$ cat src/rtl/snd_regbank_pkg.sv
package snd_regbank_pkg;
  localparam int DW        = 8;
  localparam int NREG      = 16;
  localparam int IDX_W     = $clog2(NREG);
  localparam int NCH       = 3;
  localparam int NPORT     = 2;
  localparam int TONE_HI_W = 4;
  localparam int TONE_W    = DW + TONE_HI_W;
  localparam int AMP_W     = 4;
  localparam int NOISE_W   = 5;
  localparam int ENV_W     = 2 * DW;
  localparam int SHAPE_W   = 4;

  localparam int R_NOISE   = 6;
  localparam int R_MIX     = 7;
  localparam int R_AMP0    = 8;
  localparam int R_ENV_LO  = 11;
  localparam int R_ENV_HI  = 12;
  localparam int R_SHAPE   = 13;
  localparam int R_PORT0   = 14;

  localparam int MIX_NOISE0 = 3;
  localparam int MIX_DIR0   = 6;

  // bits kept on write: tone high registers hold only TONE_HI_W bits
  function automatic logic [DW-1:0] keep_mask(int idx);
    if (idx < 2 * NCH && (idx % 2) == 1)
      return {{(DW - TONE_HI_W){1'b0}}, {TONE_HI_W{1'b1}}};
    return '1;
  endfunction
endpackage

$ cat src/rtl/snd_idx_latch.sv
module snd_idx_latch #(
  parameter int IDX_W = 4
) (
  input  logic             clk,
  input  logic             rst,
  input  logic             load,
  input  logic [IDX_W-1:0] nxt,
  output logic [IDX_W-1:0] idx
);
  always_ff @(posedge clk) begin
    if (rst)       idx <= '0;
    else if (load) idx <= nxt;
  end
endmodule

$ cat src/rtl/snd_reg_file.sv
module snd_reg_file
  import snd_regbank_pkg::*;
#(
  parameter int N   = NREG,
  parameter int W   = DW,
  parameter int IW  = IDX_W
) (
  input  logic                clk,
  input  logic                rst,
  input  logic                we,
  input  logic [IW-1:0]       widx,
  input  logic [W-1:0]        wdata,
  output logic [N-1:0][W-1:0] regs
);
  always_ff @(posedge clk) begin
    for (int i = 0; i < N; i++) begin
      if (rst)
        regs[i] <= '0;
      else if (we && widx == IW'(i))
        regs[i] <= wdata & keep_mask(i);
    end
  end
endmodule

$ cat src/rtl/snd_gpio_port.sv
module snd_gpio_port #(
  parameter int W = 8
) (
  input  logic         clk,
  input  logic         rst,
  input  logic         dir_out,
  input  logic [W-1:0] stored,
  input  logic [W-1:0] pin_in,
  output logic [W-1:0] pin_out,
  output logic         pin_oe,
  output logic [W-1:0] rd_val
);
  logic [W-1:0] pin_q;

  always_ff @(posedge clk) begin
    if (rst) pin_q <= '0;
    else     pin_q <= pin_in;
  end

  assign pin_out = stored;
  assign pin_oe  = dir_out;
  assign rd_val  = dir_out ? stored : pin_q;
endmodule

$ cat src/rtl/snd_regbank.sv
module snd_regbank
  import snd_regbank_pkg::*;
(
  input  logic                       clk,
  input  logic                       rst,
  input  logic                       addr_we,
  input  logic                       data_we,
  input  logic                       data_re,
  input  logic [DW-1:0]              din,
  output logic [DW-1:0]              dout,
  input  logic [DW-1:0]              pa_in,
  output logic [DW-1:0]              pa_out,
  output logic                       pa_oe,
  input  logic [DW-1:0]              pb_in,
  output logic [DW-1:0]              pb_out,
  output logic                       pb_oe,
  output logic [NCH-1:0][TONE_W-1:0] tone_per,
  output logic [NOISE_W-1:0]         noise_per,
  output logic [NCH-1:0]             tone_en,
  output logic [NCH-1:0]             noise_en,
  output logic [NCH-1:0][AMP_W-1:0]  amp_lvl,
  output logic [NCH-1:0]             amp_env,
  output logic [ENV_W-1:0]           env_per,
  output logic [SHAPE_W-1:0]         env_shape
);
  logic [IDX_W-1:0]          sel_idx;
  logic [NREG-1:0][DW-1:0]   regs;
  logic [NPORT-1:0][DW-1:0]  p_in, p_out, p_rd;
  logic [NPORT-1:0]          p_oe;
  logic [DW-1:0]             rd_mux;

  snd_idx_latch #(.IDX_W(IDX_W)) u_idx (
    .clk(clk), .rst(rst), .load(addr_we),
    .nxt(din[IDX_W-1:0]), .idx(sel_idx)
  );

  snd_reg_file #(.N(NREG), .W(DW), .IW(IDX_W)) u_rf (
    .clk(clk), .rst(rst), .we(data_we), .widx(sel_idx),
    .wdata(din), .regs(regs)
  );

  assign p_in[0] = pa_in;
  assign p_in[1] = pb_in;

  for (genvar p = 0; p < NPORT; p++) begin : g_port
    snd_gpio_port #(.W(DW)) u_port (
      .clk(clk), .rst(rst),
      .dir_out(regs[R_MIX][MIX_DIR0+p]),
      .stored(regs[R_PORT0+p]),
      .pin_in(p_in[p]),
      .pin_out(p_out[p]),
      .pin_oe(p_oe[p]),
      .rd_val(p_rd[p])
    );
  end

  assign pa_out = p_out[0];
  assign pb_out = p_out[1];
  assign pa_oe  = p_oe[0];
  assign pb_oe  = p_oe[1];

  always_comb begin
    rd_mux = regs[sel_idx];
    for (int p = 0; p < NPORT; p++)
      if (sel_idx == IDX_W'(R_PORT0 + p)) rd_mux = p_rd[p];
  end

  always_ff @(posedge clk) begin
    if (rst)          dout <= '0;
    else if (data_re) dout <= rd_mux;
  end

  for (genvar c = 0; c < NCH; c++) begin : g_ch
    assign tone_per[c] = {regs[2*c+1][TONE_HI_W-1:0], regs[2*c]};
    assign amp_lvl[c]  = regs[R_AMP0+c][AMP_W-1:0];
    assign amp_env[c]  = regs[R_AMP0+c][AMP_W];
    assign tone_en[c]  = ~regs[R_MIX][c];
    assign noise_en[c] = ~regs[R_MIX][MIX_NOISE0+c];
  end

  assign noise_per = regs[R_NOISE][NOISE_W-1:0];
  assign env_per   = {regs[R_ENV_HI], regs[R_ENV_LO]};
  assign env_shape = regs[R_SHAPE][SHAPE_W-1:0];

  logic unused_bits;
  assign unused_bits = ^{regs[1][DW-1:TONE_HI_W], regs[3][DW-1:TONE_HI_W],
                         regs[5][DW-1:TONE_HI_W], regs[R_NOISE][DW-1:NOISE_W],
                         regs[R_AMP0][DW-1:AMP_W+1], regs[R_AMP0+1][DW-1:AMP_W+1],
                         regs[R_AMP0+2][DW-1:AMP_W+1], regs[R_SHAPE][DW-1:SHAPE_W]};
endmodule

$ cat config.mk
export PLATFORM = sky130hd
export DESIGN_NAME = snd_regbank
export DESIGN_NICKNAME = d
export VERILOG_FILES = /design/src/rtl/snd_regbank_pkg.sv /design/src/rtl/snd_idx_latch.sv /design/src/rtl/snd_reg_file.sv /design/src/rtl/snd_gpio_port.sv /design/src/rtl/snd_regbank.sv
export SDC_FILE = /design/constraint.sdc
export NUM_CORES = 1
export LEC_CHECK = 0
export CORE_ASPECT_RATIO = 1.5
export CORE_UTILIZATION = 48
export DETAILED_ROUTE_END_ITERATION = 10
export PLACE_DENSITY = 0.77
export SYNTH_ARGS = -nofsm -noshare
export SYNTH_HDL_FRONTEND = slang
export SYNTH_SLANG_ARGS = --single-unit
$ cat constraint.sdc
create_clock -name clk -period 1.6 [get_ports clk]
set_clock_uncertainty 0.1 [all_clocks]
set_input_delay 0.4 -clock clk [delete_from_list [all_inputs] [get_ports clk]]
set_output_delay 0.4 -clock clk [all_outputs]
set_load 0.1 [all_outputs]
==> results by stage <==
Run status:
- The flow ran to the end, but the final reports show violations.
- The checks that failed: setup timing.

Run:
- The number of maximum-capacitance violations is 0.

Pwr:
- Power spread over the standard cell area amounts to 818 mW/mm^2.
- The share of total power consumed by net switching is 0.283.
- Across the VDD grid, the largest voltage drop is 750 uV.
- The cell internal power dissipation is 6.83 mW.
- The analysis attributes to cell leakage a power of 4.65 nW.
- The logic gate share of total power is 0.179.
- The share of total power dissipated in sequential elements is 0.395.
- The power dissipated by switching net loads is 2.69 mW.
- The clock group share of total power is 0.426.

Critical path:
- The critical path capture point type is a register.
- The arrival time of data at the critical path endpoint is 2.19 ns.
- The launching element type of the critical path is a register.
- The critical path is of the register to register type.
- The worst register-to-register path ends at dout[2].
- The setup check on the worst reg-to-reg path leaves a slack of -0.39 ns.
- The number of cells on the worst reg-to-reg path is 6.
- Along the worst path, the maximum fanout reaches 9.
- The worst flop-to-flop path startpoint is u_idx.idx[1].
- At the worst endpoint, the required time is 1.80 ns.

Floorplan:
- The die is 103 um wide.
- The initial standard-cell utilization of the core is 0.497.
- The I/O pin total is 137.
- The area of the placeable core is 0.0147 sq mm.
- After floorplanning, the core was divided into 54 placement rows.
- The die covers 0.0157 sq mm.
- Measured along the y axis, the die boundary spans 153 um.

Synth:
- The synthesized design contains 0 enable-type register cells.
- Synthesis inferred 144 register bits.
- For this run, the register share of the synthesized area comes to 0.396.
- During synthesis, Yosys emitted a total of 0 warnings.
- Among all flip-flop cells after synthesis, the most frequent one is sky130_fd_sc_hd__dfxtp_1.
- The synthesized netlist net count is 801.
- The combined area of all synthesized cells is 0.00729 sq mm.
- The number of distinct library cells after synthesis is 52.
- Dividing the synthesized area by the synthesized cell count gives 9.44 sq um.
- After synthesis, the share of flip-flops with an asynchronous set or reset is 0.
- In the synthesized netlist, the number of instances is 772.

Detailed routing:
- The routed layout has 6,925 vias.
- The average vias per placed instance is 6.13.
- The violation count after the first detailed-routing iteration is 616.
- After detailed routing, the average wire length per cell comes to 26.3 um.
- Wires add up to 29,700 um.
- The count of nets left with antenna violations once routing finished came out at 0.
- In the routed design, unresolved DRC markers number 0.
- The first detailed-routing pass took 5 iterations.

Hold path:
- The worst hold path was traced through 2 stages.
- In this run the most critical hold path is launched from u_rf.regs[87].
- The min-delay analysis places its worst path in the category register to register.
- The worst-case hold path end point is u_rf.regs[87].

Cells and area:
- The library cell used most frequently in the layout, excluding fill and tap cells, is sky130_fd_sc_hd__mux2i_1.
- The area growth from synthesis to layout is 59.6%.
- The top cell types in the final layout, fill and taps aside, are sky130_fd_sc_hd__mux2i_1, sky130_fd_sc_hd__buf_12, sky130_fd_sc_hd__nor2_1, sky130_fd_sc_hd__dfxtp_1, sky130_fd_sc_hd__buf_4.
- The antenna cell count is 0.
- The final net count is 951.
- Of the cells placed in the final design, the portion with a size suffix greater than 1 is 0.454.
- With fillers left out, the area of the finished cells amounts to 0.0116 sq mm.

STA:
- The number of slew-limit violations in the final report was 0.
- The worst path in the final design needs a cycle of 1.99 ns, including I/O delays and setup.
- The post-layout worst setup margin is -0.388 ns.
- The worst slack on hold paths is 0.409 ns.
- For this run, the top clock speed supported by timing is 0.503 GHz.
- Setup repair after global routing could not meet its margin everywhere.
- The count of endpoints failing hold in the final timing report is 0.
- For the pin with the worst max-slew slack, the measured transition is 0.546 ns.
- Measured against its own limit, the worst slew margin works out to 0.634.
- In the finished design, the share of the clock period the worst path needs comes to 1.24.
- Setup violations remaining at the end of the flow were counted as 129.

Clock tree:
- The total CTS buffers is 17.
- Clock-pin slew was measured on the worst setup and hold paths at 0.06 ns.
- The H-tree depth reported by CTS is 4.
- The clock net in this run drives a total of 144 sinks.
- TritonCTS built the clock tree.
- The deepest clock path buffer count is 2.
- The clock network latency to the later pin of the worst-skew pair is 0.44 ns.
- The root buffer cell chosen for the clock tree is sky130_fd_sc_hd__clkbuf_16.

GRT:
- The first global-routing pass estimated 39,600 um of wire.
- The initial antenna violation count came to 0.
- The overall routing resource usage is 0.342.
- The via count of the first global-routing pass is 6,854.
- Summed over all layers, the global routing overflow is 0.
- Entering global routing, the biggest net connects 100 pins.

Place:
- The placer congestion estimate is 0.921.
- At the placement stage, the worst setup path has a slack of -0.564 ns.
- The wire-length estimate of the detail-placed layout is 15,300 um.
- After detailed placement, the total cell area comes to 0.0100 sq mm.
- Input and output buffers added on the ports amount to 136.
[synth_stat cells, types with 4 or more instances]
cell,instances,area share
sky130_fd_sc_hd__mux4_2,4,0.012
sky130_fd_sc_hd__clkbuf_1,32,0.016
sky130_fd_sc_hd__o22ai_1,7,0.0060
sky130_fd_sc_hd__buf_6,8,0.012
sky130_fd_sc_hd__inv_1,7,0.0036
sky130_fd_sc_hd__mux2i_1,158,0.22
sky130_fd_sc_hd__a21oi_1,35,0.024
sky130_fd_sc_hd__dfxtp_1,144,0.40
sky130_fd_sc_hd__nand4_1,4,0.0034
sky130_fd_sc_hd__nor2b_1,22,0.019
sky130_fd_sc_hd__o21ai_0,24,0.016
sky130_fd_sc_hd__a211oi_1,6,0.0062
sky130_fd_sc_hd__nand3_1,4,0.0027
sky130_fd_sc_hd__nand2_1,21,0.011
sky130_fd_sc_hd__buf_2,8,0.0055
sky130_fd_sc_hd__a22oi_1,8,0.0082
sky130_fd_sc_hd__nor3_4,5,0.011
sky130_fd_sc_hd__buf_4,99,0.10
sky130_fd_sc_hd__or3_1,4,0.0034
sky130_fd_sc_hd__nor3_1,16,0.011
sky130_fd_sc_hd__o31ai_1,4,0.0041
sky130_fd_sc_hd__nor2_1,108,0.056
[area by class of cell]
type,instances,area [sq um]
clock buffers,22,485
clock inverters,8,104
fillers,741,3030
inverters,9,38.8
multi-input cells,467,3850
flip-flops and latches,144,2950
well taps,196,245
repair buffers,283,3960
[cell families (layout without fill, tap and decap cells)]
kind of cell	Yosys count	count (layout)	synth area share
AND/OR/NAND/NOR	210	210	0.150
multiplexers	162	162	0.229
buffers and inverters	161	322	0.148
flip-flops	144	144	0.396
AO/OA/AOI/OAI	95	95	0.0774
[sequential cells by signal, indices dropped and copies added, names as in the netlist]
signal,cells
u_rf.regs,116
g_port.u_port.pin_q,16
dout,8
u_idx.idx,4
[through the flow]
stage	TNS [ns]	instances	util	power, mW
after floorplan	-0.126	772	-	4.63
after global placement	-41.29	1072	0.685	5.16
after detailed placement	-47.91	1072	0.685	5.18
after CTS	-6.60	1122	0.763	9.22
after global routing	-15.40	1129	0.793	9.66
final	-11.93	1129	0.793	9.52
[critical path, stage by stage (launching register included)]
cell and delay [ns]:
sky130_fd_sc_hd__dfxtp_4 0.42, sky130_fd_sc_hd__buf_6 0.17, sky130_fd_sc_hd__buf_6 0.21, sky130_fd_sc_hd__mux2i_1 0.49
sky130_fd_sc_hd__a21oi_1 0.20, sky130_fd_sc_hd__nand4_1 0.16, sky130_fd_sc_hd__o22ai_2 0.10
[how the worst max path moves through the flow]
stage	endpoint	startpoint	slack, ns
final	dout[2]	u_idx.idx[1]	-0.39
after global routing	dout[2]	u_idx.idx[1]	-0.39
after floorplan	dout[7]	u_rf.regs[63]	-0.07
after detailed placement	u_rf.regs[72]	data_we	-0.56
after CTS	dout[7]	u_idx.idx[1]	-0.21
after global placement	u_rf.regs[74]	data_we	-0.45
[per-layer routing]
layer | track usage | part of all wire
met1 | 0.376 | 0.34
met2 | 0.573 | 0.50
met3 | 0.0668 | 0.087
met4 | 0.246 | 0.075
met5 | 0 | 0
[power groups by stage]
stage          logic (mW)  registers, mW  clock network (mW)
2_1_floorplan       0.760           3.86                   0
3_3_place_gp         1.34           3.81                   0
3_5_place_dp         1.36           3.82                   0
4_1_cts              1.51           3.74                3.97
5_1_grt              1.73           3.76                4.17
6_report             1.71           3.76                4.05
[repair_timing]
item / 4_1_cts / 5_1_grt
endpoints found under the hold margin: 0 / 0
resized for setup: 111 / 102
pin swaps: 19 / 19
setup endpoints to repair: 128 / 147
buffers inserted: 21 / 8
hold buffers: 0 / 0
cloned: 0 / 1
(Power assumes the default switching activity.)
